`src/rtl/hbp_pkg.sv`:
```
package hbp_pkg;
    localparam int HB_DW = 8;
    localparam int HB_AW = 8;
    localparam int HB_LW = HB_AW - 1;

    // One sample of the host pins.
    typedef struct packed {
        logic             cs_n;
        logic             strb_n;   // RD* or DS*
        logic             dir;      // WR* or R/W*
        logic             ale;      // ALE/AS or A7
        logic [HB_LW-1:0] alo;
        logic [HB_DW-1:0] dat;
    } bus_smp_t;

    localparam bus_smp_t BUS_IDLE = '{cs_n: 1'b1, strb_n: 1'b1, dir: 1'b1,
                                      ale: 1'b0, alo: '0, dat: '0};
endpackage

```
`src/rtl/hbp_sampler.sv`:
```
module hbp_sampler
    import hbp_pkg::*;
(
    input  logic     clk,
    input  logic     rst_n,
    input  bus_smp_t pins,
    output bus_smp_t cur,
    output bus_smp_t prv
);
    typedef struct packed {
        bus_smp_t cur;
        bus_smp_t prv;
    } smp_state_t;

    smp_state_t st_d, st_q;

    always_comb begin
        st_d     = st_q;
        st_d.prv = st_q.cur;
        st_d.cur = pins;
    end

    always_ff @(posedge clk or negedge rst_n) begin
        if (!rst_n) st_q <= '{cur: BUS_IDLE, prv: BUS_IDLE};
        else        st_q <= st_d;
    end

    assign cur = st_q.cur;
    assign prv = st_q.prv;
endmodule

```
`src/rtl/hbp_decode.sv`:
```
module hbp_decode
    import hbp_pkg::*;
(
    input  logic     moto,
    input  bus_smp_t cur,
    input  bus_smp_t prv,
    output logic     rd_act,
    output logic     wr_commit,
    output logic     ale_rise
);
    logic intel_rd, intel_wr, moto_rd, moto_wr;

    always_comb begin
        intel_rd  = !cur.strb_n;
        intel_wr  = !prv.dir && cur.dir;
        moto_rd   = !cur.strb_n && cur.dir;
        moto_wr   = !prv.strb_n && cur.strb_n && !prv.dir;
        rd_act    = !cur.cs_n && (moto ? moto_rd : intel_rd);
        wr_commit = !prv.cs_n && (moto ? moto_wr : intel_wr);
        ale_rise  = !prv.ale && cur.ale;
    end
endmodule

```
`src/rtl/hbp_addr_latch.sv`:
```
module hbp_addr_latch
    import hbp_pkg::*;
(
    input  logic             clk,
    input  logic             rst_n,
    input  logic             muxed,
    input  logic             ale_rise,
    input  bus_smp_t         cur,
    input  bus_smp_t         prv,
    output logic [HB_AW-1:0] rd_addr,
    output logic [HB_AW-1:0] wr_addr
);
    logic [HB_AW-1:0] latch_d, latch_q;

    always_comb begin
        latch_d = latch_q;
        if (muxed && ale_rise) latch_d = cur.dat;
        rd_addr = muxed ? latch_q : {cur.ale, cur.alo};
        wr_addr = muxed ? latch_q : {prv.ale, prv.alo};
    end

    always_ff @(posedge clk or negedge rst_n) begin
        if (!rst_n) latch_q <= '0;
        else        latch_q <= latch_d;
    end

    // Address is frozen while no strobe edge arrives in shared-bus mode.
    assert_latch_hold_R4: assert property (@(posedge clk) disable iff (!rst_n)
        (muxed && !cur.ale) |=> $stable(rd_addr) || !muxed)
        else $error("latch moved without strobe edge");
endmodule

```
`src/rtl/hbp_regfile.sv`:
```
module hbp_regfile
    import hbp_pkg::*;
#(
    parameter int               REG_COUNT = 16,
    parameter int               ID_ADDR   = 15,
    parameter logic [HB_DW-1:0] ID_VALUE  = 8'h35
) (
    input  logic                       clk,
    input  logic                       rst_n,
    input  logic                       wr_en,
    input  logic [HB_AW-1:0]           wr_addr,
    input  logic [HB_DW-1:0]           wr_data,
    input  logic [HB_AW-1:0]           rd_addr,
    output logic [HB_DW-1:0]           rd_data,
    output logic [REG_COUNT*HB_DW-1:0] bank
);
    localparam int               IDX_W  = $clog2(REG_COUNT);
    localparam logic [HB_AW-1:0] LIMIT  = HB_AW'(REG_COUNT);
    localparam logic [HB_AW-1:0] ID_A   = HB_AW'(ID_ADDR);

    logic [HB_DW-1:0] regs_d [REG_COUNT];
    logic [HB_DW-1:0] regs_q [REG_COUNT];
    logic [HB_DW-1:0] view   [REG_COUNT];

    always_comb begin
        regs_d = regs_q;
        if (wr_en && (wr_addr < LIMIT) && (wr_addr != ID_A))
            regs_d[wr_addr[IDX_W-1:0]] = wr_data;
    end

    always_ff @(posedge clk or negedge rst_n) begin
        if (!rst_n) begin
            for (int i = 0; i < REG_COUNT; i++) regs_q[i] <= '0;
        end else begin
            regs_q <= regs_d;
        end
    end

    for (genvar g = 0; g < REG_COUNT; g++) begin : g_view
        if (g == ID_ADDR) begin : g_id
            assign view[g] = ID_VALUE;
        end else begin : g_rw
            assign view[g] = regs_q[g];
        end
        assign bank[g*HB_DW +: HB_DW] = view[g];
    end

    always_comb begin
        rd_data = '0;
        if (rd_addr < LIMIT) rd_data = view[rd_addr[IDX_W-1:0]];
    end

    assert_id_msb_R8: assert property (@(posedge clk) disable iff (!rst_n)
        (rd_addr == ID_A) |-> (rd_data[HB_DW-1] == 1'b0))
        else $error("identification MSB set");

    assert_unimpl_write_ignored_R9: assert property (@(posedge clk) disable iff (!rst_n)
        (wr_en && (wr_addr >= LIMIT)) |=> $stable(bank))
        else $error("write to unimplemented address changed the bank");

    assert_id_write_ignored_R8: assert property (@(posedge clk) disable iff (!rst_n)
        (wr_en && (wr_addr == ID_A)) |=> $stable(bank))
        else $error("write to identification register changed the bank");
endmodule

```
`src/rtl/host_bus_port.sv`:
```
module host_bus_port
    import hbp_pkg::*;
#(
    parameter int               REG_COUNT = 16,
    parameter int               ID_ADDR   = 15,
    parameter logic [HB_DW-1:0] ID_VALUE  = 8'h35
) (
    input  logic                       clk,
    input  logic                       rst_n,
    input  logic                       strap_muxed,
    input  logic                       strap_moto,
    input  logic                       cs_n,
    input  logic                       rd_ds_n,
    input  logic                       wr_rw_n,
    input  logic                       ale_as_a7,
    input  logic [HB_LW-1:0]           addr_lo,
    input  logic [HB_DW-1:0]           dq_in,
    output logic [HB_DW-1:0]           dq_out,
    output logic                       dq_oe,
    output logic                       reg_we,
    output logic                       reg_re,
    output logic [HB_AW-1:0]           reg_addr,
    output logic [HB_DW-1:0]           reg_wdata,
    output logic [REG_COUNT*HB_DW-1:0] reg_bank
);
    typedef struct packed {
        logic             oe;
        logic [HB_DW-1:0] dout;
        logic             we;
        logic             re;
        logic [HB_AW-1:0] addr;
        logic [HB_DW-1:0] wdata;
    } out_t;

    bus_smp_t         pins, cur, prv;
    logic             rd_act, wr_commit, ale_rise;
    logic [HB_AW-1:0] rd_addr, wr_addr;
    logic [HB_DW-1:0] rd_data;
    out_t             out_d, out_q;

    assign pins = '{cs_n: cs_n, strb_n: rd_ds_n, dir: wr_rw_n,
                    ale: ale_as_a7, alo: addr_lo, dat: dq_in};

    hbp_sampler u_smp (
        .clk  (clk),
        .rst_n(rst_n),
        .pins (pins),
        .cur  (cur),
        .prv  (prv)
    );

    hbp_decode u_dec (
        .moto     (strap_moto),
        .cur      (cur),
        .prv      (prv),
        .rd_act   (rd_act),
        .wr_commit(wr_commit),
        .ale_rise (ale_rise)
    );

    hbp_addr_latch u_adr (
        .clk     (clk),
        .rst_n   (rst_n),
        .muxed   (strap_muxed),
        .ale_rise(ale_rise),
        .cur     (cur),
        .prv     (prv),
        .rd_addr (rd_addr),
        .wr_addr (wr_addr)
    );

    hbp_regfile #(
        .REG_COUNT(REG_COUNT),
        .ID_ADDR  (ID_ADDR),
        .ID_VALUE (ID_VALUE)
    ) u_rf (
        .clk    (clk),
        .rst_n  (rst_n),
        .wr_en  (wr_commit),
        .wr_addr(wr_addr),
        .wr_data(prv.dat),
        .rd_addr(rd_addr),
        .rd_data(rd_data),
        .bank   (reg_bank)
    );

    always_comb begin
        out_d       = '0;
        out_d.oe    = rd_act;
        out_d.re    = rd_act;
        out_d.dout  = rd_act ? rd_data : '0;
        out_d.we    = wr_commit;
        out_d.addr  = wr_commit ? wr_addr : rd_addr;
        out_d.wdata = wr_commit ? prv.dat : '0;
    end

    always_ff @(posedge clk or negedge rst_n) begin
        if (!rst_n) out_q <= '0;
        else        out_q <= out_d;
    end

    assign dq_oe     = out_q.oe;
    assign dq_out    = out_q.dout;
    assign reg_we    = out_q.we;
    assign reg_re    = out_q.re;
    assign reg_addr  = out_q.addr;
    assign reg_wdata = out_q.wdata;

    assert_oe_needs_cs_R7: assert property (@(posedge clk) disable iff (!rst_n)
        dq_oe |-> ($past(cs_n, 2) == 1'b0))
        else $error("bus driven without chip select");

    assert_we_needs_cs_R6: assert property (@(posedge clk) disable iff (!rst_n)
        reg_we |-> ($past(cs_n, 3) == 1'b0))
        else $error("write committed without chip select");

    assert_we_pulse_R10: assert property (@(posedge clk) disable iff (!rst_n)
        reg_we |=> !reg_we)
        else $error("write enable longer than one cycle");
endmodule

```
`config.mk`:
```
export PLATFORM = sky130hd
export DESIGN_NAME = host_bus_port
export DESIGN_NICKNAME = d
export VERILOG_FILES = /design/src/rtl/hbp_pkg.sv /design/src/rtl/hbp_sampler.sv /design/src/rtl/hbp_decode.sv /design/src/rtl/hbp_addr_latch.sv /design/src/rtl/hbp_regfile.sv /design/src/rtl/host_bus_port.sv
export SDC_FILE = /design/constraint.sdc
export NUM_CORES = 1
export LEC_CHECK = 0
export ABC_CLOCK_PERIOD_IN_PS = 4930
export BUFFER_PORTS_ARGS = -buffer_cell sky130_fd_sc_hd__buf_2
export CAP_MARGIN = 20
export CORE_ASPECT_RATIO = 0.7
export CORE_UTILIZATION = 46
export CTS_CLUSTER_DIAMETER = 30
export DETAILED_ROUTE_END_ITERATION = 8
export GPL_TIMING_DRIVEN = 0
export PLACE_DENSITY_LB_ADDON = 0.12
export SYNTH_ARGS = -nofsm -noshare
export SYNTH_HDL_FRONTEND = slang
export SYNTH_HIERARCHICAL = 1
export SYNTH_SLANG_ARGS = --single-unit
```
`constraint.sdc`:
```
create_clock -name clk -period 4.93 [get_ports clk]
set_input_delay 0.493 -clock clk [delete_from_list [all_inputs] [get_ports clk]]
set_output_delay 0.493 -clock clk [all_outputs]
set_load 0.02 [all_outputs]
```
==> results.ini <==
[worst_setup_path]
slowest_delay_ns = 0.64
timing.critical_path.arrival_ns = 3.13
r2r_cells = 5
cpMaxStageDelayCell = clkbuf_1
crit_start = strap_muxed
rr_endpoint = u_rf/bank[40]
cp-endpoint = dq_out[4]
critPathRequiredTime_ns = 5.24
crit_path_max_fanout = 10
path_cells = buf_6 > buf_1 > o21ai_0 > clkbuf_1 > clkbuf_1 > mux2i_1 > o22ai_1 > and2_1
path_class = primary input to flip-flop
cp_common_cell = clkbuf_1
cp-start-kind = primary input
r2r_slack_ns = 2.13
reg2reg_from = u_smp/cur[17]
critPathCaptureType = flip-flop

[logic_synthesis]
synth-seq-area-share_pct = 59.6
yosys.area.top_type = dfrtp_1
synth_edf_count = 0
yosysMostFrequentCell = dfrtp_1
synthTopCellsByCount = 186 x dfrtp_1, 128 x mux2_2, 22 x o21ai_0
synthTopCellsByArea = dfrtp_1 58%, mux2_2 18%, mux4_2 5.9%
syn_area_sq_um = 8080
syn_area_per_cell_sq_um = 14.9
ys_warn_count = 6
synthCells = 541
ys_seq_elements = 192
synthArstFlopShare_pct = 100
synth_flop_cell = dfrtp_1
synth.distinct_cells = 36
synth_top_cell_area_share_pct = 57.6

[global_route]
antenna_found_initial = 0
gr-usage-met3_pct = 7.18
grt_util_met1_pct = 38.1
overflow = 0
grt_use_met2_pct = 35.2
grt_max_degree = 129
grtUsageTotal_pct = 25.2
grt_pass1_vias = 5252
top_usage_layer = met1
grt_pass1_wl_um = 32800

[detailed_routing]
wl_um = 21700
firstDrtPassIters = 5
drt_iter0_markers = 451
wl_per_cell_um = 22.1
vias = 5297
remaining_drc_errors = 0
ant_nets = 0
vias_per_cell = 5.40

[clock_network]
post_cts_buffers = 0
htreeDepth = 4
cts_root_buf = clkbuf_16
clock_latency_ns = 0.43
clkTransAtPathRegs_ns = 0.06
hold_buffers = 0
tritoncts = done
cts_buffers = 17
cts_sinks = 192
clk_path_buf_depth = 2
post_cts_resized = 0

[sta]
finalCritPeriodShare_pct = 57.2
fin_skew_ns = 0.0110
timing.setup.tns_ns = 0
fin_crit_ns = 2.82
setup_slack_ns = 2.11
clock.fmax_ghz = 0.355
setup_viol = 0
slew_violations = 0
worst_pin_slew_ns = 0.876
rsz0062_at_grt = no
timing_hold_violations_final = 0
slew-limit-headroom_pct = 41.6

[job]
drv_cap = 0

[die]
fp.dieArea_sq_um = 18100
core_area_sq_um = 17200
die_w_um = 160
start_util_pct = 47.1
rows = 40
boundaryPins = 178
die_y_um = 113

[run_status]
status = finished clean

[pwr]
leakage_nw = 5.19
p_per_area_nw_per_um2 = 366
seqPwrFrac_pct = 47.2
power.share.clock_pct = 40.7
max-vdd-ir-drop_mv = 0.208
p_sw_mw = 0.916
intPower_mw = 2.72
switching_share_pct = 25.2
pwr-share-comb_pct = 12.1

[placed_design]
post-place-ws_ns = 1.70
port_buffers = 168
hpwl_um = 15500
gp_congestion = 0.865

[layout]
drive_gt1_share_pct = 53.8
fillCellCount = 1435
nets = 759
area_growth_pct = 22.8
final_core_util_pct = 57.8

[min_path]
min_path_type = primary input to async pin

[state kept, by name (all words and copies together) (netlist names)]
signal         cells
reg_addr           8
u_smp/cur         19
u_rf/bank        120
u_adr/latch_q      8
reg_re             1
reg_wdata          8
reg_we             1
dq_out             8
u_smp/prv         19
[through the flow]
step	std cells	power, mW	instance area (sq um)	hold WS [ns]
2_1_floorplan	547	2.00	8100	0.197
3_3_place_gp	946	2.17	9230	0.356
3_5_place_dp	947	2.18	9270	0.360
4_1_cts	979	3.67	9910	0.00917
5_1_grt	980	3.78	9920	0.0369
6_report	981	3.63	9920	0.0154
[worst max-delay path, delay by kind of cell]
| family | cells | cell delay (ns) |
|---|---|---|
| mux | 1 | 0.41 |
| simple gates | 1 | 0.17 |
| buf+inv | 4 | 1.53 |
| compound gates | 2 | 0.51 |
[layout make-up]
cell class              count  area [sq um]  share of cell area [%]
diodes                      1          2.50                  0.0252
repair buffers            170           883                    8.91
clock buffers              20           467                    4.70
inverters                  21          78.8                   0.795
clock inverters            12           178                    1.79
flip-flops and latches    192          4810                    48.5
well taps                 231           289                    2.91
plain buffers              37           209                    2.11
multi-input cells         297          3000                    30.2
[power by group through the flow]
stage	clock network (mW)	registers (mW)	logic, mW
after global placement	0	1.74	0.427
after CTS	1.51	1.71	0.441
after floorplan	0	1.78	0.218
final	1.48	1.71	0.441
after global routing	1.58	1.72	0.474
after detailed placement	0	1.74	0.439
[layer usage]
layer / part of all wire, % / routed length (um)
met5: 0 / 0
met4: 1.2 / 252
met3: 8.6 / 1880
met2: 43 / 9290
met1: 47 / 10300
[logic make-up (layout without fill, tap and decap cells)]
group	after synthesis	count (layout)	synth area share [%]
other	2	9	0.0930
buffers and inverters	58	260	3.56
and+or+nand+nor	70	70	5.61
AOI/OAI and AO/OA	42	42	3.36
muxes	177	177	27.8
DFF	192	192	59.6
[cells in the final DEF (no fill, tap or decap), types with 6 or more instances in the layout]
cell and instances:
o221ai_1 7, nand2b_1 7, inv_1 21, mux2_2 128, mux2_4 10, mux4_2 21
nor2_2 8, mux2i_1 17, buf_4 10, clkbuf_1 14, and2_1 17, nand2_1 17
dfstp_2 6, buf_2 176, conb_1 8, dfrtp_1 186, clkbuf_16 17, o21ai_0 22
[how the worst min path moves through the flow]
stage / start / end / slack (ns)
after floorplan: rst_n / dq_out[0] / 0.20
after global placement: u_smp/cur[18] / u_smp/prv[18] / 0.36
after detailed placement: u_smp/cur[18] / u_smp/prv[18] / 0.36
after CTS: rst_n / reg_we / 0.009
after global routing: rst_n / u_rf/bank[88] / 0.04
final: rst_n / reg_we / 0.02
No activity file was read; power rests on OpenSTA's default activity.
